==> config.mk <==
export PLATFORM = sky130hd
export DESIGN_NAME = chained_wdt_bank
export DESIGN_NICKNAME = d
export VERILOG_FILES = /design/src/rtl/wcb_pkg.sv /design/src/rtl/wcb_prescale.sv /design/src/rtl/wcb_counter.sv /design/src/rtl/wcb_regport.sv /design/src/rtl/chained_wdt_bank.sv
export SDC_FILE = /design/constraint.sdc
export NUM_CORES = 2
export LEC_CHECK = 0
export BUFFER_PORTS_ARGS = -buffer_cell sky130_fd_sc_hd__buf_2
export CAP_MARGIN = 20
export CORE_ASPECT_RATIO = 0.6
export CORE_UTILIZATION = 31
export CTS_BUF_LIST = sky130_fd_sc_hd__clkbuf_4 sky130_fd_sc_hd__clkbuf_8
export DETAILED_ROUTE_END_ITERATION = 8
export PLACE_DENSITY = 0.44
export SLEW_MARGIN = 20
export SYNTH_ARGS = -nofsm -noshare
export SYNTH_HDL_FRONTEND = slang
export SYNTH_HIERARCHICAL = 1
export SYNTH_SLANG_ARGS = --single-unit
==> constraint.sdc <==
create_clock -name clk -period 5.2 [get_ports clk]
set_input_delay 1.04 -clock clk [delete_from_list [all_inputs] [get_ports clk]]
set_output_delay 1.04 -clock clk [all_outputs]
set_load 0.01 [all_outputs]
==> src/rtl/wcb_pkg.sv <==
package wcb_pkg;

    typedef enum logic [1:0] {
        MODE_ONESHOT = 2'b00,
        MODE_RSV1    = 2'b01,
        MODE_RSV2    = 2'b10,
        MODE_HWTRIG  = 2'b11
    } mode_e;

    typedef struct packed {
        logic [7:0] psc;
        logic [3:0] src;
        mode_e      mode;
        logic       act;
        logic       en;
    } ctrl_t;

    localparam int CTRL_W   = $bits(ctrl_t);
    localparam int EN_BIT   = 0;
    localparam int MODE_LSB = 2;
    localparam int SRC_LSB  = 4;
    localparam int PSC_LSB  = 8;

    localparam logic [3:0] SRC_PREV_EOC = 4'h5;

    typedef enum logic [1:0] {
        WORD_CTRL,
        WORD_LOW,
        WORD_HIGH,
        WORD_NONE
    } word_e;

    function automatic word_e word_of(input logic [3:0] off);
        case (off)
            4'h0:    return WORD_CTRL;
            4'h4:    return WORD_LOW;
            4'h8:    return WORD_HIGH;
            default: return WORD_NONE;
        endcase
    endfunction

endpackage

==> src/rtl/wcb_prescale.sv <==
module wcb_prescale #(
    parameter int PSC_W = 8
) (
    input  logic             clk,
    input  logic             rst,
    input  logic             clear_i,
    input  logic             run_i,
    input  logic [PSC_W-1:0] psc_i,
    output logic             tick_o
);
    logic [PSC_W-1:0] cnt_q;
    logic [PSC_W-1:0] last;

    always_comb begin
        last   = (psc_i < PSC_W'(2)) ? '0 : psc_i - PSC_W'(1);
        tick_o = run_i && (cnt_q == last);
    end

    always_ff @(posedge clk) begin
        if (rst || clear_i || !run_i) begin
            cnt_q <= '0;
        end else if (tick_o) begin
            cnt_q <= '0;
        end else begin
            cnt_q <= cnt_q + PSC_W'(1);
        end
    end
endmodule

==> src/rtl/wcb_counter.sv <==
module wcb_counter
    import wcb_pkg::*;
#(
    parameter int DATA_W = 32,
    localparam int CNT_W = 2 * DATA_W
) (
    input  logic              clk,
    input  logic              rst,
    input  logic              ctrl_we_i,
    input  logic              lo_we_i,
    input  logic              hi_we_i,
    input  logic [DATA_W-1:0] wdata_i,
    input  logic              trig_in_i,
    output ctrl_t             ctrl_o,
    output logic [CNT_W-1:0]  live_o,
    output logic              eoc_o,
    output logic              active_o,
    output logic              enable_o,
    output logic              fire_o
);
    logic             en_q;
    mode_e            mode_q;
    logic [3:0]       src_q;
    logic [7:0]       psc_q;
    logic             active_q;
    logic [CNT_W-1:0] reload_q;
    logic [CNT_W-1:0] live_q;

    logic  wr_en;
    mode_e wr_mode;
    logic  start_os;
    logic  hw_fire;
    logic  run;
    logic  tick;

    always_comb begin
        wr_en    = wdata_i[EN_BIT];
        wr_mode  = mode_e'(wdata_i[MODE_LSB +: 2]);
        start_os = ctrl_we_i && wr_en && !en_q && (wr_mode != MODE_HWTRIG);
        hw_fire  = en_q && (mode_q == MODE_HWTRIG) && (src_q == SRC_PREV_EOC) && trig_in_i;
        eoc_o    = en_q && active_q && (live_q == '0);
        run      = en_q && active_q && (live_q != '0);
    end

    wcb_prescale #(.PSC_W(8)) u_psc (
        .clk     (clk),
        .rst     (rst),
        .clear_i (start_os || hw_fire),
        .run_i   (run),
        .psc_i   (psc_q),
        .tick_o  (tick)
    );

    always_ff @(posedge clk) begin
        if (rst) begin
            en_q     <= 1'b0;
            mode_q   <= MODE_ONESHOT;
            src_q    <= '0;
            psc_q    <= '0;
            active_q <= 1'b0;
            reload_q <= '0;
            live_q   <= '0;
        end else begin
            if (ctrl_we_i) begin
                en_q   <= wr_en;
                mode_q <= wr_mode;
                src_q  <= wdata_i[SRC_LSB +: 4];
                psc_q  <= wdata_i[PSC_LSB +: 8];
            end
            if (lo_we_i) reload_q[DATA_W-1:0]     <= wdata_i;
            if (hi_we_i) reload_q[CNT_W-1:DATA_W] <= wdata_i;

            if (ctrl_we_i && !wr_en) begin
                active_q <= 1'b0;
            end else if (start_os || hw_fire) begin
                live_q   <= reload_q;
                active_q <= 1'b1;
            end else if (eoc_o) begin
                active_q <= 1'b0;
            end else if (tick) begin
                live_q <= live_q - CNT_W'(1);
            end
        end
    end

    always_comb begin
        ctrl_o      = '{psc: psc_q, src: src_q, mode: mode_q, act: active_q, en: en_q};
        live_o      = live_q;
        active_o    = active_q;
        enable_o    = en_q;
        fire_o      = hw_fire;
    end
endmodule

==> src/rtl/wcb_regport.sv <==
module wcb_regport
    import wcb_pkg::*;
#(
    parameter int NUM_CNT  = 4,
    parameter int ADDR_W   = 8,
    parameter int DATA_W   = 32,
    parameter int SEL_ADDR = 'h40,
    localparam int CNT_W   = 2 * DATA_W,
    localparam int IDX_W   = (NUM_CNT > 1) ? $clog2(NUM_CNT) : 1,
    localparam int BLK_W   = ADDR_W - 4
) (
    input  logic                           clk,
    input  logic                           rst,
    input  logic                           wr_i,
    input  logic                           rd_i,
    input  logic [ADDR_W-1:0]              addr_i,
    input  logic [DATA_W-1:0]              wdata_i,
    input  logic [NUM_CNT-1:0][CTRL_W-1:0] ctrl_i,
    input  logic [NUM_CNT-1:0][CNT_W-1:0]  live_i,
    output logic [NUM_CNT-1:0]             ctrl_we_o,
    output logic [NUM_CNT-1:0]             lo_we_o,
    output logic [NUM_CNT-1:0]             hi_we_o,
    output logic [NUM_CNT-1:0]             sel_o,
    output logic [DATA_W-1:0]              rdata_o
);
    logic [BLK_W-1:0]                 blk;
    logic [IDX_W-1:0]                 idx;
    logic                             in_bank;
    logic                             sel_hit;
    word_e                            kind;
    logic [NUM_CNT-1:0]               sel_q;
    logic [NUM_CNT-1:0][DATA_W-1:0]   hold_q;

    always_comb begin
        blk     = addr_i[ADDR_W-1:4];
        idx     = blk[IDX_W-1:0];
        in_bank = (blk < BLK_W'(NUM_CNT));
        sel_hit = (addr_i == ADDR_W'(SEL_ADDR));
        kind    = word_of(addr_i[3:0]);
    end

    for (genvar i = 0; i < NUM_CNT; i++) begin : g_strobe
        logic hit;
        assign hit          = wr_i && in_bank && (idx == IDX_W'(i));
        assign ctrl_we_o[i] = hit && (kind == WORD_CTRL);
        assign lo_we_o[i]   = hit && (kind == WORD_LOW);
        assign hi_we_o[i]   = hit && (kind == WORD_HIGH);
    end

    always_ff @(posedge clk) begin
        if (rst) begin
            sel_q   <= '0;
            hold_q  <= '0;
            rdata_o <= '0;
        end else begin
            if (wr_i && sel_hit) sel_q <= wdata_i[NUM_CNT-1:0];
            if (rd_i) begin
                rdata_o <= '0;
                if (sel_hit) begin
                    rdata_o <= DATA_W'(sel_q);
                end else if (in_bank) begin
                    case (kind)
                        WORD_CTRL: rdata_o <= DATA_W'(ctrl_i[idx]);
                        WORD_LOW: begin
                            rdata_o     <= live_i[idx][DATA_W-1:0];
                            hold_q[idx] <= live_i[idx][CNT_W-1:DATA_W];
                        end
                        WORD_HIGH: rdata_o <= hold_q[idx];
                        default:   rdata_o <= '0;
                    endcase
                end
            end
        end
    end

    assign sel_o = sel_q;
endmodule

==> src/rtl/chained_wdt_bank.sv <==
module chained_wdt_bank
    import wcb_pkg::*;
#(
    parameter int NUM_CNT  = 4,
    parameter int ADDR_W   = 8,
    parameter int DATA_W   = 32,
    parameter int SEL_ADDR = 'h40,
    localparam int CNT_W   = 2 * DATA_W
) (
    input  logic              clk,
    input  logic              rst,
    input  logic              reg_wr_i,
    input  logic              reg_rd_i,
    input  logic [ADDR_W-1:0] reg_addr_i,
    input  logic [DATA_W-1:0] reg_wdata_i,
    output logic [DATA_W-1:0] reg_rdata_o,
    output logic              wdog_rst_o
);
    logic [NUM_CNT-1:0]             ctrl_we;
    logic [NUM_CNT-1:0]             lo_we;
    logic [NUM_CNT-1:0]             hi_we;
    logic [NUM_CNT-1:0]             sel_q;
    logic [NUM_CNT-1:0]             eoc;
    logic [NUM_CNT-1:0]             active;
    logic [NUM_CNT-1:0]             enable;
    logic [NUM_CNT-1:0]             fire;
    logic [NUM_CNT-1:0]             trig_src;
    logic [NUM_CNT-1:0][CTRL_W-1:0] ctrl_rd;
    logic [NUM_CNT-1:0][CNT_W-1:0]  live;

    wcb_regport #(
        .NUM_CNT  (NUM_CNT),
        .ADDR_W   (ADDR_W),
        .DATA_W   (DATA_W),
        .SEL_ADDR (SEL_ADDR)
    ) u_regs (
        .clk       (clk),
        .rst       (rst),
        .wr_i      (reg_wr_i),
        .rd_i      (reg_rd_i),
        .addr_i    (reg_addr_i),
        .wdata_i   (reg_wdata_i),
        .ctrl_i    (ctrl_rd),
        .live_i    (live),
        .ctrl_we_o (ctrl_we),
        .lo_we_o   (lo_we),
        .hi_we_o   (hi_we),
        .sel_o     (sel_q),
        .rdata_o   (reg_rdata_o)
    );

    for (genvar i = 0; i < NUM_CNT; i++) begin : g_cnt
        if (i == 0) begin : g_first
            assign trig_src[i] = 1'b0;
        end else begin : g_chain
            assign trig_src[i] = eoc[i-1];
        end

        ctrl_t ctrl_w;
        assign ctrl_rd[i] = ctrl_w;

        wcb_counter #(.DATA_W(DATA_W)) u_cnt (
            .clk       (clk),
            .rst       (rst),
            .ctrl_we_i (ctrl_we[i]),
            .lo_we_i   (lo_we[i]),
            .hi_we_i   (hi_we[i]),
            .wdata_i   (reg_wdata_i),
            .trig_in_i (trig_src[i]),
            .ctrl_o    (ctrl_w),
            .live_o    (live[i]),
            .eoc_o     (eoc[i]),
            .active_o  (active[i]),
            .enable_o  (enable[i]),
            .fire_o    (fire[i])
        );
    end

    always_ff @(posedge clk) begin
        if (rst) begin
            wdog_rst_o <= 1'b0;
        end else begin
            wdog_rst_o <= |(sel_q & eoc);
        end
    end
endmodule

==> results_dict.tcl <==
set metrics [dict create \
    worst_slack_ns 0.2676 \
    rsz0062_at_grt "false" \
    root_buffer "clkbuf_8" \
    crit_slowest_cell "or3_1" \
    worstSetupPathType "reg -> reg" \
    die_w_um 463.2 \
    worstSetupEndpointType "flip-flop" \
    finalNonFillerCells 6527 \
    cp_common_cell "nor2_1" \
    via_per_inst 5.751 \
    min_path_type "reg -> reg" \
    ctsLongestPathBuffers 3 \
    drt_iter0_markers 5093 \
    setup_viol 0 \
    drcViolationCount 6 \
    power_density_nw_per_um2 282.7 \
    cts_setup_buffers 0 \
    port-buffer-count 76 \
    fin_crit_ns 4.932 \
    required_ns 5.94 \
    slew_headroom_pct 26.48 \
    hold_violations 0 \
    place_area_um2 42010 \
    clkSlewWorstSetupHoldPaths_ns 0.07 \
    crit_chain "inv_1 > ha_1 > or4b_1 > or3_1 > or3_1 > or2_1 > nor2_1 > nor2_1 > o2111ai_1 > a31o_2 > nor3_1 > and4b_1 > o21a_1 > o21ai_4 > buf_6 > nor2_1 > o221a_2" \
    use_met3_pct 7.284 \
    core.rowCount 101 \
    top_usage_layer "met1" \
    worst-slew-pin-transition_ns 1.099 \
    drtAntennaViolNets 0 \
    syn_area_um2 39570 \
    violations "DRC" \
    fmax_mhz 202.7 \
    ios 77 \
    place_ws_ns 0.2537 \
    status "complete, but fails checks" \
    avgSynthCellArea_um2 8.370 \
    grt_pass1_vias 33750 \
    cts_tree "built" \
    drive_gt1_share_pct 13.74 \
    gp_congestion 0.9315 \
    cts_buffers 134 \
    grt_max_degree 171 \
    grt_pass1_wl_um 252100 \
    antenna_found_initial 19 \
    post_drt_wl_per_cell_um 27.21 \
    wl_um 177600 \
    vias 37540 \
    fin_crit_sh_pct 94.85 \
    h-tree-depth 4 \
    crit_path_max_incr_delay_ns 0.60 \
    fin_skew_ns 0.03448 \
    die_height_um 278.7 \
    crit_arrival_ns 5.67 \
    dpl.cell_count 6282 \
    startpoint_type "flip-flop" \
    dieArea_um2 129100 \
    insertion_delay_ns 0.86 \
    ctsHoldBuffers 0 \
    dp_hpwl_um 125200 \
    p_leak_nw 15.95 \
    met1_usage_pct 43.51 \
    dr.pass1.iters 8 \
    use_met2_pct 32.45 \
    ir_drop_mv 0.2585 \
    yosys_warnings 6 \
    start_util_pct 31.28 \
    area_growth_pct 13.47 \
    core-area_um2 126500 \
    syn_inst 4727 \
    cts_num_sinks 773 \
    maxCapViolCount 0 \
    syn-num-nets 4783 \
    tns_ns 0 \
    maxSlewViolCount 0 \
    crit_fanout 30 \
    grt_remaining_overflow 0 \
    grt_usage_pct 26.63 \
    fin_util_pct 35.49 \
    finalNetCount 4775 \
    postLayoutCellArea_um2 44900 \
]
path summary, 6_finish.rpt:
path | start | to | slack [ns] | depth (start not counted)
worst max-delay path | g_cnt[1].u_cnt/live_o[0] | g_cnt[1].u_cnt/live_o[39] | 0.27 | 17
worst max register to register | g_cnt[1].u_cnt/live_o[0] | g_cnt[1].u_cnt/live_o[39] | 0.27 | 17
worst min-delay path | u_regs/rdata_o[19] | u_regs/rdata_o[19] | 0.45 | 2
worst min register to register | u_regs/rdata_o[19] | u_regs/rdata_o[19] | 0.45 | 2
placed cells by master, fill, tap and decap left out, types with 29 or more instances in the layout:
cell and count:
or2_2 29, a21oi_1 381, buf_2 73, o31ai_1 56, or4_1 37, inv_1 61, nand4_1 53, nor4_1 78
dfxtp_1 773, nand4bb_1 32, nor3_1 93, clkbuf_4 43, clkbuf_8 173, or3_1 89, mux4_2 80, o21ai_0 268
mux2i_1 320, a22oi_1 106, nand2b_1 40, nor2_1 643, nand2_1 572, a21o_1 40, nand3_1 69, o41ai_1 40
buf_4 124, nand4b_1 76
routing by layer:
layer,wire length [µm],up-vias,part of all wire (%)
li1,-,17220,-
met1,91250,18500,51
met2,64280,1640,36
met3,19040,184,11
met4,3064,0,1.7
met5,0,-,0
worst max-delay path, delay by kind of cell, from the launching register on:
family                   cells  cell delay, ns
adder cells (fa/ha/maj)      1            0.20
AND/OR/NAND/NOR              9            2.71
flip-flops                   1            0.34
AO/OA/AOI/OAI                5            1.17
buffers and inverters        2            0.38
area by class of cell:
class	instances	area [µm²]
antenna	9	22.52
clock buffer	216	2704
clock inverter	20	152.6
fill	13230	81600
inverter	65	254.0
multi-input combinational	3527	22470
sequential	773	15470
tap	1699	2126
timing repair buffer	218	1689
state kept, by name, summed over array words and instances (netlist names), 4 cells and up:
signal and count:
g_cnt.u_cnt/live_o 256, g_cnt.u_cnt/reload_q 256, u_regs/hold_q 128, g_cnt.u_cnt/psc_q 32, g_cnt.u_cnt/u_psc/cnt_q 32, u_regs/rdata_o 32
g_cnt.u_cnt/src_q 16, g_cnt.u_cnt/mode_q 8, g_cnt.u_cnt/active_o 4, g_cnt.u_cnt/enable_o 4, u_regs/sel_o 4
power by group:
part	switching, mW	internal (mW)
clock	2.81	3.33
combinational	0.456	0.152
sequential	0.00801	5.93
timing repair:
action,CTS,global route
gates resized for setup,0,2
hold endpoints to repair,0,0
endpoints found under the setup margin,0,18
through the flow:
stage               hold slack [ns]  total power, mW
global placement             0.4376            6.666
floorplan                    0.4331            6.377
CTS                          0.4555            12.80
global route                 0.4709            13.12
finish                       0.4510            12.69
detailed placement           0.4422            6.664
No activity file was read; power rests on OpenSTA's default activity.
